File: config.mk
export PLATFORM = sky130hd
export DESIGN_NAME = dma_regblk
export DESIGN_NICKNAME = d
export VERILOG_FILES = /design/src/rtl/dma_regblk_pkg.sv /design/src/rtl/dma_chan_bank.sv /design/src/rtl/dma_irq_ctrl.sv /design/src/rtl/dma_regblk.sv
export SDC_FILE = /design/constraint.sdc
export NUM_CORES = 2
export LEC_CHECK = 0
export ABC_AREA = 1
export CAP_MARGIN = 15
export CORE_UTILIZATION = 28
export CTS_CLUSTER_DIAMETER = 120
export DETAILED_ROUTE_END_ITERATION = 12
export DONT_BUFFER_PORTS = 1
export PLACE_DENSITY_LB_ADDON = 0.3
export SLEW_MARGIN = 15
export SYNTH_ARGS = -nofsm -noshare
export SYNTH_HDL_FRONTEND = slang
export SYNTH_SLANG_ARGS = --single-unit
File: constraint.sdc
create_clock -name clk -period 4.65 [get_ports clk]
set_input_delay 0.2325 -clock clk [delete_from_list [all_inputs] [get_ports clk]]
set_output_delay 0.2325 -clock clk [all_outputs]
set_load 0.01 [all_outputs]
File: src/rtl/dma_regblk_pkg.sv
package dma_regblk_pkg;
  localparam int DW = 32;
  localparam int AW = 12;

  typedef enum logic [2:0] {
    SLOT_SRC  = 3'd0,
    SLOT_DST  = 3'd1,
    SLOT_LINK = 3'd2,
    SLOT_CTRL = 3'd3,
    SLOT_CONF = 3'd4
  } slot_e;

  localparam int NSLOT = 5;

  // global word indices (byte offset >> 2)
  localparam logic [9:0] GW_STAT    = 10'd0;
  localparam logic [9:0] GW_TC_STAT = 10'd1;
  localparam logic [9:0] GW_TC_CLR  = 10'd2;
  localparam logic [9:0] GW_ER_STAT = 10'd3;
  localparam logic [9:0] GW_ER_CLR  = 10'd4;
  localparam logic [9:0] GW_TC_RAW  = 10'd5;
  localparam logic [9:0] GW_ER_RAW  = 10'd6;
  localparam logic [9:0] GW_ENMAP   = 10'd7;
  localparam logic [9:0] GW_GCONF   = 10'd12;
  localparam logic [9:0] GW_SYNC    = 10'd13;

  localparam int CONF_EN_BIT  = 0;
  localparam int CONF_ERM_BIT = 14;
  localparam int CONF_TCM_BIT = 15;

  function automatic logic [7:0] id_byte(input logic [2:0] idx, input int nch);
    case (idx)
      3'd0:    id_byte = (nch == 2) ? 8'h81 : 8'h80;
      3'd1:    id_byte = 8'h10;
      3'd2:    id_byte = 8'h04;
      3'd3:    id_byte = 8'h0A;
      3'd4:    id_byte = 8'h0D;
      3'd5:    id_byte = 8'hF0;
      3'd6:    id_byte = 8'h05;
      default: id_byte = 8'hB1;
    endcase
  endfunction
endpackage

File: src/rtl/dma_chan_bank.sv
module dma_chan_bank
  import dma_regblk_pkg::*;
#(
  parameter int NCH = 8
) (
  input  logic           clk,
  input  logic           rst,
  input  logic           wr_en,
  input  logic [2:0]     wr_chan,
  input  logic [2:0]     wr_slot,
  input  logic [DW-1:0]  wr_data,
  input  logic [2:0]     rd_chan,
  input  logic [2:0]     rd_slot,
  output logic [DW-1:0]  rd_data,
  output logic [NCH-1:0] chan_en,
  output logic [NCH-1:0] tc_mask,
  output logic [NCH-1:0] err_mask
);
  logic [DW-1:0] words [NCH][NSLOT];

  for (genvar c = 0; c < NCH; c++) begin : g_chan
    for (genvar s = 0; s < NSLOT; s++) begin : g_slot
      always_ff @(posedge clk) begin
        if (rst)
          words[c][s] <= '0;
        else if (wr_en && int'(wr_chan) == c && int'(wr_slot) == s)
          words[c][s] <= wr_data;
      end
    end
    assign chan_en[c]  = words[c][SLOT_CONF][CONF_EN_BIT];
    assign tc_mask[c]  = words[c][SLOT_CONF][CONF_TCM_BIT];
    assign err_mask[c] = words[c][SLOT_CONF][CONF_ERM_BIT];
  end

  always_comb begin
    rd_data = '0;
    for (int c = 0; c < NCH; c++)
      for (int s = 0; s < NSLOT; s++)
        if (int'(rd_chan) == c && int'(rd_slot) == s)
          rd_data = words[c][s];
  end
endmodule

File: src/rtl/dma_irq_ctrl.sv
module dma_irq_ctrl #(
  parameter int NCH = 8
) (
  input  logic           clk,
  input  logic           rst,
  input  logic [NCH-1:0] tc_set,
  input  logic [NCH-1:0] err_set,
  input  logic [NCH-1:0] tc_clr,
  input  logic [NCH-1:0] err_clr,
  input  logic [NCH-1:0] tc_mask,
  input  logic [NCH-1:0] err_mask,
  output logic [NCH-1:0] tc_raw,
  output logic [NCH-1:0] err_raw,
  output logic           irq_tc,
  output logic           irq_err,
  output logic           irq_any
);
  always_ff @(posedge clk) begin
    if (rst) begin
      tc_raw  <= '0;
      err_raw <= '0;
      irq_tc  <= 1'b0;
      irq_err <= 1'b0;
      irq_any <= 1'b0;
    end else begin
      // a set pulse beats a clear of the same bit
      tc_raw  <= (tc_raw & ~tc_clr) | tc_set;
      err_raw <= (err_raw & ~err_clr) | err_set;
      irq_tc  <= |(tc_raw & tc_mask);
      irq_err <= |(err_raw & err_mask);
      irq_any <= |(tc_raw & tc_mask) | |(err_raw & err_mask);
    end
  end
endmodule

File: src/rtl/dma_regblk.sv
module dma_regblk
  import dma_regblk_pkg::*;
#(
  parameter int NCH = 8
) (
  input  logic           clk,
  input  logic           rst,
  input  logic           bus_valid,
  input  logic           bus_write,
  input  logic [11:0]    bus_addr,
  input  logic [31:0]    bus_wdata,
  output logic [31:0]    bus_rdata,
  output logic           bus_rvalid,
  input  logic [NCH-1:0] tc_set,
  input  logic [NCH-1:0] err_set,
  output logic [NCH-1:0] chan_en,
  output logic           ctrl_en,
  output logic           kick,
  output logic           irq_err,
  output logic           irq_tc,
  output logic           irq_any
);
  localparam int PAD = DW - NCH;

  logic [9:0]    word;
  logic [2:0]    chan, slot;
  logic          is_chan, chan_ok, is_glob, is_id, wr, rd;
  logic [DW-1:0] gconf_q, sync_q, bank_rd, rd_next;
  logic [NCH-1:0] tc_mask, err_mask, tc_raw, err_raw, tc_clr, err_clr;
  logic [NCH-1:0] tc_msk, er_msk;
  logic          unused_addr;

  assign unused_addr = ^bus_addr[1:0];
  assign word    = bus_addr[11:2];
  assign chan    = bus_addr[7:5];
  assign slot    = bus_addr[4:2];
  assign is_chan = bus_addr[11:8] == 4'h1;
  assign chan_ok = is_chan && (int'(chan) < NCH) && (int'(slot) < NSLOT);
  assign is_glob = bus_addr[11:8] == 4'h0;
  assign is_id   = bus_addr[11:5] == 7'h7F;
  assign wr      = bus_valid && bus_write;
  assign rd      = bus_valid && !bus_write;

  dma_chan_bank #(.NCH(NCH)) u_bank (
    .clk(clk), .rst(rst),
    .wr_en(wr && chan_ok), .wr_chan(chan), .wr_slot(slot), .wr_data(bus_wdata),
    .rd_chan(chan), .rd_slot(slot), .rd_data(bank_rd),
    .chan_en(chan_en), .tc_mask(tc_mask), .err_mask(err_mask)
  );

  assign tc_clr  = (wr && is_glob && word == GW_TC_CLR) ? bus_wdata[NCH-1:0] : '0;
  assign err_clr = (wr && is_glob && word == GW_ER_CLR) ? bus_wdata[NCH-1:0] : '0;

  dma_irq_ctrl #(.NCH(NCH)) u_irq (
    .clk(clk), .rst(rst),
    .tc_set(tc_set), .err_set(err_set), .tc_clr(tc_clr), .err_clr(err_clr),
    .tc_mask(tc_mask), .err_mask(err_mask),
    .tc_raw(tc_raw), .err_raw(err_raw),
    .irq_tc(irq_tc), .irq_err(irq_err), .irq_any(irq_any)
  );

  assign tc_msk = tc_raw & tc_mask;
  assign er_msk = err_raw & err_mask;

  always_comb begin
    rd_next = '0;
    if (chan_ok)
      rd_next = bank_rd;
    else if (is_id)
      rd_next = {24'h0, id_byte(bus_addr[4:2], NCH)};
    else if (is_glob) begin
      case (word)
        GW_STAT:    rd_next = {{PAD{1'b0}}, tc_msk | er_msk};
        GW_TC_STAT: rd_next = {{PAD{1'b0}}, tc_msk};
        GW_ER_STAT: rd_next = {{PAD{1'b0}}, er_msk};
        GW_TC_RAW:  rd_next = {{PAD{1'b0}}, tc_raw};
        GW_ER_RAW:  rd_next = {{PAD{1'b0}}, err_raw};
        GW_ENMAP:   rd_next = {{PAD{1'b0}}, chan_en};
        GW_GCONF:   rd_next = gconf_q;
        GW_SYNC:    rd_next = sync_q;
        default:    rd_next = '0;
      endcase
    end
  end

  always_ff @(posedge clk) begin
    if (rst) begin
      gconf_q    <= '0;
      sync_q     <= '0;
      bus_rdata  <= '0;
      bus_rvalid <= 1'b0;
      kick       <= 1'b0;
    end else begin
      if (wr && is_glob && word == GW_GCONF) gconf_q <= bus_wdata;
      if (wr && is_glob && word == GW_SYNC)  sync_q  <= bus_wdata;
      bus_rvalid <= rd;
      if (rd) bus_rdata <= rd_next;
      kick <= wr && ((chan_ok && slot == SLOT_CONF) || (is_glob && word == GW_GCONF));
    end
  end

  assign ctrl_en = gconf_q[0];
endmodule

==> flow_metrics.tcl <==
set metrics [dict create \
    status "finished clean" \
    powerDensity_mw_per_mm2 398.6 \
    final_cell_mix "1652 x nor2_1, 1280 x edfxtp_1, 1239 x nand2_1, 372 x inv_1, 244 x buf_4" \
    place_area_mm2 0.06493 \
    clk_pin_slew_ns 0.06 \
    clockBufferDepth 3 \
    cts_setup_buffers 0 \
    track_usage 0.1819 \
    rsz0062_at_grt "no" \
    root_buffer "clkbuf_16" \
    ys_seq_elements 1397 \
    postSynthAreaPerCell_um2 9.888 \
    required_ns 5.32 \
    drtIter0Drc 4263 \
    fin_crit_ns 4.460 \
    rows 170 \
    layout.nets 6200 \
    rr_worst_depth 26 \
    synth.distinct_cells 37 \
    die_area_mm2 0.2186 \
    die_x_um 467.5 \
    core_mm2 0.2150 \
    p_leak_nw 26.21 \
    cp-start-kind "primary input" \
    first_global_vias 41450 \
    cts_inserted_buffers 155 \
    layout_commonest_cell "nor2_1" \
    timing.final.hold_violations 0 \
    critical-path-slowest-cell "dlygate4sd3_1" \
    critPathMaxFanout 10 \
    timing.final.ws_setup_ns 0.1901 \
    rr_startpoint "u_bank.words[0][101]" \
    tns_ns 0 \
    htree_levels 4 \
    vias 43720 \
    wirelength_um 201100 \
    ant_nets 0 \
    io_buffers 0 \
    maxSlewHeadroom 0.2123 \
    finalPower_mw 27.93 \
    overflow 0 \
    post-route-period-util 0.9591 \
    area_delta_synth_final_pct 15.48 \
    drv_slew 0 \
    setup.worst_path.class "in2reg" \
    ys_seq_area_frac 0.6720 \
    rr_endpoint "bus_rdata[5]" \
    maxCapViolCount 0 \
    min_path_cells 3 \
    design_area_mm2 0.07008 \
    finClkSkew_ns 0.02185 \
    num_antenna_cells 0 \
    async_reset_ff_frac 0 \
    endpoint_kind "flip-flop" \
    io-pin-count 110 \
    setup_viol 0 \
    critPathArrivalTime_ns 5.13 \
    synth_area_mm2 0.06068 \
    hold_path.startpoint "bus_wdata[19]" \
    dp_hpwl_um 125300 \
    grt_pass1_wl_um 290800 \
    holdPathEnd "u_bank.words[1][19]" \
    hold_slack_ns 0.02311 \
    synth_flop_cell "edfxtp_1" \
    place_ws_ns 0.03432 \
    antenna_found_initial 2 \
    routedWlPerCell_um 22.10 \
    first_pass_iters 6 \
    yosysWarnings 0 \
    grt_max_degree 65 \
    vias_per_cell 4.804 \
    hp-class "in2reg" \
    clock_latency_ns 0.81 \
    crit_top_cell "nand4_1" \
    die_h_um 467.5 \
    drive_above_1_share 0.1148 \
    worst_slew_pin_slew_ns 1.182 \
    synth_enable_flop_cells 1280 \
    peakVddDrop_uv 370.1 \
    syn-num-nets 6201 \
    slowest_delay_ns 0.63 \
    reg2reg_slack_ns 0.37 \
    route.detailed.drc 0 \
    initial_core_util 0.2822 \
    cts_tree "built" \
    fmax_ghz 0.2242 \
    cts_sinks 1397 \
    place_congestion 0.8486 \
    synthCells 6137 \
]
## state kept, by name, summed over array words and instances (netlist names)
register and flops:
kick 1, sync_q 32, u_irq.irq_any 1, u_irq.tc_raw 8, u_irq.err_raw 8, gconf_q 32, bus_rvalid 1, bus_rdata 32
u_irq.irq_tc 1, u_irq.irq_err 1, u_bank.words 1280
## critical path: cells and delay by family
kind	cells	cell delay, ns
AOI/OAI and AO/OA	1	0.06
and+or+nand+nor	24	3.67
buffers and inverters	4	1.12
## area by class of cell
class | instances | area, µm²
fill | 21770 | 145000
sequential | 1397 | 40780
multi-input combinational | 3871 | 16920
clock buffer | 204 | 4134
tap | 2838 | 3551
timing repair buffer | 285 | 2392
inverter | 426 | 1608
clock inverter | 80 | 694.4
## power breakdown
group / switching, mW / internal [mW] / leakage (nW) / total, mW
registers: 0.229 / 14.3 / 13.1 / 14.5
logic: 1.25 / 0.310 / 10.8 / 1.56
clock network: 5.14 / 6.73 / 2.35 / 11.9
total: 6.62 / 21.3 / 26.2 / 27.9
## routing by layer
layer,track usage,share of wire
met5,0,0.00011
met4,0.05482,0.028
met3,0.02959,0.069
met2,0.3061,0.49
met1,0.2388,0.42
## synthesized netlist by cell type, types with 14 or more instances
cell type     n  area, µm²
dfxtp_1     117       2342
or2_2       120      750.7
nand3_1     128      640.6
edfxtp_1   1280      38440
clkbuf_1    400       1501
a211oi_1     32      240.2
inv_1       374       1404
o21ai_0     169      845.8
a221oi_1     38      332.8
inv_2        14      52.55
buf_2        22      110.1
nand2_1    1239       4651
nand4_1     243       1520
a21oi_1     151      755.7
clkinv_1     37      138.9
nor2_1     1677       6295
## cell families (layout without fill, tap and decap cells)
family / count (synthesis) / after routing / share of synthesized area
AOI/OAI and AO/OA: 407 / 407 / 0.03817
buffers and inverters: 869 / 995 / 0.05505
DFF: 1397 / 1397 / 0.6720
and+or+nand+nor: 3464 / 3464 / 0.2348
## repair_timing
action / 4_1_cts / 5_1_grt
endpoints found under the hold margin: 96 / 0
resized for setup: 0 / 2
setup endpoints to repair: 0 / 2
hold buffers: 28 / 0
## metrics by stage
step | util | cells
after floorplan | - | 6137
after global placement | 0.3019 | 8788
after detailed placement | 0.3019 | 8788
after CTS | 0.3258 | 9100
after global routing | 0.3259 | 9101
final | 0.3259 | 9101
## worst max-delay path by stage
stage                            from                 end  cells after the start
after detailed placement  bus_addr[6]        bus_rdata[5]                     27
after floorplan           bus_addr[2]  u_bank.words[1][0]                     10
after global placement    bus_addr[6]        bus_rdata[5]                     27
final                     bus_addr[7]        bus_rdata[8]                     29
after CTS                 bus_addr[4]        bus_rdata[5]                     30
after global routing      bus_addr[2]        bus_rdata[6]                     30
(Power assumes the default switching activity.)
